<file path="src/rtl/slot_pkg.sv">
package slot_pkg;

  typedef enum logic [1:0] {
    KIND_W0   = 2'b00,
    KIND_W1   = 2'b01,
    KIND_WBIT = 2'b10,
    KIND_READ = 2'b11
  } slotKindE;

  // strobes from control to datapath
  typedef struct packed {
    logic launch;   // accept a new slot this edge
    logic run;      // slot in progress
    logic longLow;  // new slot uses the write-zero low time
    logic readLow;  // new slot uses the read low time
    logic capture;  // take the synchronised line level
    logic finish;   // last cycle of the slot
    logic commit;   // publish captured bit
  } slotStrbT;

endpackage

</file>
<file path="src/rtl/slot_ctrl.sv">
module slot_ctrl
  import slot_pkg::*;
(
  input  logic       clk,
  input  logic       rstN,
  input  logic       startI,
  input  logic [1:0] kindI,
  input  logic       wrBitI,
  input  logic       atSample,
  input  logic       atEnd,
  output slotStrbT   strb,
  output logic       busyO
);

  logic busyQ;
  logic readQ;
  logic isZero;
  logic isRead;

  always_comb begin
    isRead = (slotKindE'(kindI) == KIND_READ);
    isZero = (slotKindE'(kindI) == KIND_W0) ||
             ((slotKindE'(kindI) == KIND_WBIT) && !wrBitI);
    strb.launch  = !busyQ && startI;
    strb.run     = busyQ;
    strb.longLow = isZero;
    strb.readLow = isRead;
    strb.capture = busyQ && readQ && atSample;
    strb.finish  = busyQ && atEnd;
    strb.commit  = busyQ && atEnd && readQ;
  end

  always_ff @(posedge clk) begin
    if (!rstN) begin
      busyQ <= 1'b0;
      readQ <= 1'b0;
    end else begin
      if (strb.launch) begin
        busyQ <= 1'b1;
        readQ <= isRead;
      end else if (strb.finish) begin
        busyQ <= 1'b0;
      end
    end
  end

  assign busyO = busyQ;


  start_busy_kind_chk: assert property (@(posedge clk) disable iff (!rstN)
    (busyQ && !atEnd) |=> (busyQ && $stable(readQ)));

endmodule

</file>
<file path="src/rtl/slot_dp.sv">
module slot_dp
  import slot_pkg::*;
#(
  parameter int W1L_CYC     = 8,
  parameter int W0L_CYC     = 480,
  parameter int RL_CYC      = 8,
  parameter int SAMPLE_CYC  = 112,
  parameter int SLOT_CYC    = 520,
  parameter int SYNC_STAGES = 2
) (
  input  logic     clk,
  input  logic     rstN,
  input  slotStrbT strb,
  input  logic     lineI,
  output logic     atSample,
  output logic     atEnd,
  output logic     doneO,
  output logic     rdBitO,
  output logic     driveLowO
);

  localparam int CW = $clog2(SLOT_CYC + 1);
  localparam logic [CW-1:0] W1_L  = CW'(W1L_CYC);
  localparam logic [CW-1:0] W0_L  = CW'(W0L_CYC);
  localparam logic [CW-1:0] RL_L  = CW'(RL_CYC);
  localparam logic [CW-1:0] CAP_L = CW'(SAMPLE_CYC + SYNC_STAGES);
  localparam logic [CW-1:0] END_L = CW'(SLOT_CYC - 1);

  logic [CW-1:0]          cnt;
  logic [CW-1:0]          lowLen;
  logic [SYNC_STAGES-1:0] syncQ;
  logic                   driveQ;
  logic                   sampQ;
  logic                   rdQ;
  logic                   doneQ;

  always_ff @(posedge clk) begin
    if (!rstN) syncQ <= '1;
    else       syncQ <= {syncQ[SYNC_STAGES-2:0], lineI};
  end

  always_ff @(posedge clk) begin
    if (!rstN) begin
      cnt    <= '0;
      lowLen <= W1_L;
      driveQ <= 1'b0;
      sampQ  <= 1'b0;
      rdQ    <= 1'b0;
      doneQ  <= 1'b0;
    end else begin
      doneQ <= strb.finish;
      if (strb.launch) begin
        cnt    <= '0;
        lowLen <= strb.longLow ? W0_L : (strb.readLow ? RL_L : W1_L);
        driveQ <= 1'b1;
      end else if (strb.run) begin
        cnt    <= cnt + 1'b1;
        driveQ <= ((cnt + 1'b1) < lowLen);
      end else begin
        driveQ <= 1'b0;
      end
      if (strb.capture) sampQ <= syncQ[SYNC_STAGES-1];
      if (strb.commit)  rdQ   <= sampQ;
    end
  end

  assign atSample  = (cnt == CAP_L);
  assign atEnd     = (cnt == END_L);
  assign doneO     = doneQ;
  assign rdBitO    = rdQ;
  assign driveLowO = driveQ;


  low_time_chk: assert property (@(posedge clk) disable iff (!rstN)
    $fell(driveQ) |-> (cnt == lowLen));


  count_steady_chk: assert property (@(posedge clk) disable iff (!rstN)
    (strb.run && !strb.launch && !strb.finish) |=> (cnt == $past(cnt) + 1'b1));

endmodule

</file>
<file path="src/rtl/wire_slot_master.sv">
module wire_slot_master
  import slot_pkg::*;
#(
  parameter int W1L_CYC     = 8,
  parameter int W0L_CYC     = 480,
  parameter int RL_CYC      = 8,
  parameter int SAMPLE_CYC  = 112,
  parameter int SLOT_CYC    = 520,
  parameter int SYNC_STAGES = 2
) (
  input  logic       clk,
  input  logic       rstN,
  input  logic       startI,
  input  logic [1:0] kindI,
  input  logic       wrBitI,
  input  logic       lineI,
  output logic       busyO,
  output logic       doneO,
  output logic       rdBitO,
  output logic       driveLowO
);

  slotStrbT strb;
  logic     atSample;
  logic     atEnd;

  initial begin
    param_order_chk: assert (RL_CYC < SAMPLE_CYC && W1L_CYC < SAMPLE_CYC &&
                             SAMPLE_CYC + SYNC_STAGES < SLOT_CYC - 1 &&
                             W0L_CYC < SLOT_CYC && SYNC_STAGES >= 2 &&
                             W1L_CYC > 0 && RL_CYC > 0);
  end

  slot_ctrl ctrl_i (
    .clk      (clk),
    .rstN     (rstN),
    .startI   (startI),
    .kindI    (kindI),
    .wrBitI   (wrBitI),
    .atSample (atSample),
    .atEnd    (atEnd),
    .strb     (strb),
    .busyO    (busyO)
  );

  slot_dp #(
    .W1L_CYC     (W1L_CYC),
    .W0L_CYC     (W0L_CYC),
    .RL_CYC      (RL_CYC),
    .SAMPLE_CYC  (SAMPLE_CYC),
    .SLOT_CYC    (SLOT_CYC),
    .SYNC_STAGES (SYNC_STAGES)
  ) dp_i (
    .clk       (clk),
    .rstN      (rstN),
    .strb      (strb),
    .lineI     (lineI),
    .atSample  (atSample),
    .atEnd     (atEnd),
    .doneO     (doneO),
    .rdBitO    (rdBitO),
    .driveLowO (driveLowO)
  );


  drive_in_slot_chk: assert property (@(posedge clk) disable iff (!rstN)
    driveLowO |-> busyO);


  done_single_chk: assert property (@(posedge clk) disable iff (!rstN)
    doneO |=> !doneO);


  done_after_busy_chk: assert property (@(posedge clk) disable iff (!rstN)
    $fell(busyO) |-> doneO);


  rdbit_hold_chk: assert property (@(posedge clk) disable iff (!rstN)
    !$stable(rdBitO) |-> doneO);

endmodule

</file>
<file path="config.mk">
export PLATFORM = sky130hd
export DESIGN_NAME = wire_slot_master
export DESIGN_NICKNAME = d
export VERILOG_FILES = /design/src/rtl/slot_pkg.sv /design/src/rtl/slot_ctrl.sv /design/src/rtl/slot_dp.sv /design/src/rtl/wire_slot_master.sv
export SDC_FILE = /design/constraint.sdc
export NUM_CORES = 1
export LEC_CHECK = 0
export CORE_MARGIN = 1
export CORE_UTILIZATION = 35
export DETAILED_ROUTE_END_ITERATION = 8
export HOLD_SLACK_MARGIN = 0.02
export PLACE_DENSITY_LB_ADDON = 0.08
export SYNTH_ARGS = -nofsm -noshare
export SYNTH_HDL_FRONTEND = slang
export SYNTH_HIERARCHICAL = 1
export SYNTH_SLANG_ARGS = --single-unit
</file>
<file path="constraint.sdc">
create_clock -name clk -period 3.9 [get_ports clk]
set_clock_uncertainty 0.15 [all_clocks]
set_input_delay 0.78 -clock clk [delete_from_list [all_inputs] [get_ports clk]]
set_output_delay 0.78 -clock clk [all_outputs]
set_load 0.005 [all_outputs]
</file>
# ---- After elaboration in Yosys (flattened, before gate mapping)
# Cells that the tools add are included.
dict set report totals {
  regBits 28
  wordCells 33
}
dict set report classes {
  addsub 1
  magnitude_cmp 1
  n_eq_ne 4
  n_mux 5
  n_bitwise 1
  n_reduce_logical 12
}
# op n
set op_table {}
lappend op_table {{$add A10 B1 Y10 const B} 1}
lappend op_table {{$eq A10 B10 Y1 const B} 1}
lappend op_table {{$eq A10 B7 Y1 const B} 1}
lappend op_table {{$lt A10 B10 Y1} 1}
lappend op_table {{$mux W9} 1}
lappend op_table {{$logic_and A1 B1 Y1} 6}
lappend op_table {{$eq A2 B2 Y1 const B} 2}
lappend op_table {{$mux W1} 4}
lappend op_table {{$logic_not A1 Y1} 2}
lappend op_table {{$logic_not A2 Y1} 1}
lappend op_table {{$reduce_bool A2 Y1} 1}
lappend op_table {{$reduce_or A2 Y1} 1}
lappend op_table {{$logic_or A1 B1 Y1} 1}
lappend op_table {{$not A1 Y1} 1}

# ---- Logic depth before layout (Yosys ltp)
dict set report logic_depth {
  depth_word 4
  mapped_depth 9
  ltp_nobuf 8
}

# ---- By module
# Netlist, hierarchy kept.
# module instances cells_each area_per_inst_um2
set modules_own_cells {}
lappend modules_own_cells {slot_dp 1 108 1004.7}
lappend modules_own_cells {slot_ctrl 1 15 138.9}

# ---- Worst setup path after synthesis
# Ideal clock, no wire load.
dict set report synth_path {
  path_type {register to register}
  start {reg dp_i.cnt[0]}
  end {reg dp_i.driveQ (netlist: dp_i/driveLowO)}
  setup_ps 117
  t_arrival_ps 1805
  required_ps 3633
  path_slack_ps 1828
  path_stages_with_launch 9
  period_less_slack_ps 2072
  cell_sequence {dfxtp_1 ha_1 and4_2 nand2_1 xnor2_1 ha_1 o2111a_1 o21ai_1 a32o_1}
}
dict set report synth_via {
  elab_chain_cells 4
}
# element line
set synth_rtl {}
lappend synth_rtl {{start: declaration} slot_dp.sv:29} ;# logic [CW-1:0] cnt;
lappend synth_rtl {{start signal: assignment} slot_dp.sv:57} ;# cnt <= cnt + 1'b1;
lappend synth_rtl {{$add A10 B1 Y10} slot_dp.sv:58} ;# driveQ <= ((cnt + 1'b1) < lowLen);
lappend synth_rtl {{$lt A10 B10 Y1} slot_dp.sv:58}
lappend synth_rtl {{$mux W1} slot_dp.sv:56} ;# end else if (strb.run) begin
lappend synth_rtl {{$mux W1} slot_dp.sv:52} ;# if (strb.launch) begin
lappend synth_rtl {{end signal: assignment} slot_dp.sv:58}
lappend synth_rtl {{end: declaration} slot_dp.sv:32} ;# logic driveQ;
# No other way between the ends.
# A chain may end at the register's enable or synchronous reset.

# ---- Worst setup path after layout
dict set report layout_path {
  start {reg ctrl_i.busyQ (netlist: ctrl_i/busyO)}
  end {out busyO}
}
# element line
set layout_rtl {}
lappend layout_rtl {{start: declaration} slot_ctrl.sv:15} ;# logic busyQ;
lappend layout_rtl {{start signal: assignment} slot_ctrl.sv:35} ;# busyQ <= 1'b0;
lappend layout_rtl {{start signal: assignment} slot_ctrl.sv:39} ;# busyQ <= 1'b1;
lappend layout_rtl {{start signal: assignment} slot_ctrl.sv:42} ;# busyQ <= 1'b0;
lappend layout_rtl {{end: declaration} wire_slot_master.sv:17} ;# output logic busyO,
# No word-level cell between the ends.

==> impl_metrics.yaml <==
critical_path:
  crit_buf_inv: 1
  required_ns: 2.97
  critPathTopFamily: "flip-flops"
  cp_max_fo: 16
  cp_cell_sequence: "clkdlybuf4s50_1"
  critical_path_class: "flip-flop to output pin"
  end_kind: "output pin"
  rr_endpoint: "dp_i/driveLowO$_SDFF_PN0_"
  cp_slowest_cell: "dfxtp_1"
  timing.rr.start: "dp_i/cnt[2]$_SDFFE_PP0P_"
  reg2reg_depth: 7
  max_stage_delay_ns: 0.74
  start_kind: "flip-flop"
  worst_ep_arrival_time_ns: 1.67
  rrSetupSlack_ns: 1.56
routing:
  met3_length_um: 67
  wl_per_cell_um: 12.9
  viasPerCell: 4.80
  wl_met2_um: 977
  wl_um: 2200
  first_iter_violations: 22
  drt_first_pass_iters: 4
  route.detailed.drc: 0
  top_layer: "met4"
  postRouteAntennaNets: 0
  num_vias: 820
  wirelength_met1_um: 1140
clock_network:
  htreeDepth: 1
  clkSinkCount: 20
  cts_inserted_buffers: 3
  path_clk_slew_ns: 0.14
  cts_tree: "done"
  post_cts_resized: 0
  clk_latency_ns: 0.32
  clockRootBuffer: "clkbuf_4"
  post_cts_buffers: 0
  ctsHoldBuffers: 0
  clk_path_buf_depth: 2
outcome:
  status: "complete, no violations"
place:
  gp_congestion: 0.688
  port_buffers: 10
  dpl_cell_area_sq_um: 1220
  dpl.hpwl_um: 1510
power:
  ir_drop_mv: 0.216
  p_leak_uw: 0.000458
  finalPower_uw: 428
  powerDensity_nw_per_um2: 336
synthesis:
  yosysWarnings: 6
  avgSynthCellArea_sq_um: 9.31
  synthesis.nets: 135
  syn_inst: 122
  syn-cell-area_sq_um: 1140
floorplanning:
  dieArea_sq_um: 3480
  num_rows: 20
  ioPinCount: 11
  fp.dieW_um: 59.0
  start_util_pct: 36.9
  die_h_um: 59.0
  core_area_sq_um: 3080
timing:
  rsz0062_at_grt: "false"
  setup_tns_ns: 0
  finalSetupViolations: 0
  hold_viol: 0
  period_share_pct: 66.6
  worst_pin_slew_ns: 0.610
  relSlewSlack_pct: 59.3
  maxSlewViolCount: 0
  max_freq_mhz: 385
  min_period_ns: 2.60
cells_and_area:
  fin_area_sq_um: 1270
  n_fill_cell: 319
  area_growth_pct: 12.2
  antenna_cells: 0
  final_nets: 141
  drive_above_1_share_pct: 10.2
hold_path:
  hp-start: "dp_i/syncQ[0]$_SDFF_PN1_"
  min_to: "dp_i/syncQ[1]$_SDFF_PN1_"
  hold_class: "flip-flop to flip-flop"
  worstHoldPathCells: 1
job:
  maxCapViolCount: 0
grt:
  grt_pass1_vias: 780
  grt_usage_pct: 14.1
  grt_pass1_wl_um: 3670
  grt_overflow: 0
  grt_max_degree: 17
  antenna_found_initial: 0
## layout make-up
type,count,area (sq um),share of cell area (%)
tap,44,55.1,4.32
multi-input combinational,90,656,51.4
clock buffer,3,22.5,1.77
inverter,3,11.3,0.883
timing repair buffer,10,100,7.85
sequential,20,400,31.4
clock inverter,1,30.0,2.36
## cell usage in the layout, fill, tap and decap left out, types with 2 or more instances in the layout
cell type,n
dfxtp_1,20
nor2_1,12
clkdlybuf4s50_1,10
xnor2_1,8
nand2_1,7
xor2_1,7
ha_1,6
nor2b_1,5
nand4_1,5
nand2b_1,4
clkbuf_4,3
mux2i_1,3
nor3_1,3
inv_1,3
nand3_1,3
and2_1,2
and3_1,2
a211oi_1,2
nor4_2,2
o21ai_1,2
## registers in the layout, indices dropped and copies added, names as in the netlist
| name | count |
|---|---|
| dp_i/syncQ | 2 |
| ctrl_i/readQ | 1 |
| dp_i/cnt | 10 |
| ctrl_i/busyO | 1 |
| dp_i/sampQ | 1 |
| dp_i/driveLowO | 1 |
| dp_i/lowLen | 2 |
| dp_i/rdBitO | 1 |
| dp_i/doneO | 1 |
## worst max path at each step
stage,from,end,cells after the start
floorplan,dp_i/cnt[0]$_SDFFE_PP0P_,dp_i/driveLowO$_SDFF_PN0_,8
global placement,rstN,dp_i/cnt[1]$_SDFFE_PP0P_,3
detailed placement,rstN,dp_i/cnt[1]$_SDFFE_PP0P_,3
CTS,ctrl_i/busyO$_SDFFE_PN0P_,busyO,1
global route,ctrl_i/busyO$_SDFFE_PN0P_,busyO,1
finish,ctrl_i/busyO$_SDFFE_PN0P_,busyO,1
## through the flow
| stage | instances | util [%] | setup WS (ns) | hold slack, ns |
|---|---|---|---|---|
| finish | 171 | 41.4 | 1.30 | 0.279 |
| global route | 171 | 41.4 | 1.18 | 0.304 |
| CTS | 171 | 41.4 | 1.27 | 0.283 |
| detailed placement | 167 | 39.7 | 1.54 | 0.252 |
| global placement | 167 | 39.7 | 1.61 | 0.248 |
| floorplan | 122 | - | 1.83 | 0.236 |
## power by group
part	switching, uW	internal [uW]
logic	15.1	20.1
registers	8.00	210
clock network	71.0	104
## per-layer routing
metal  up-vias  GRT usage (%)
met3         2           2.62
met5         -              0
met4         0           6.12
met1       382           19.7
met2        13           21.3
li1        423              -
No activity file was read; power rests on OpenSTA's default activity.
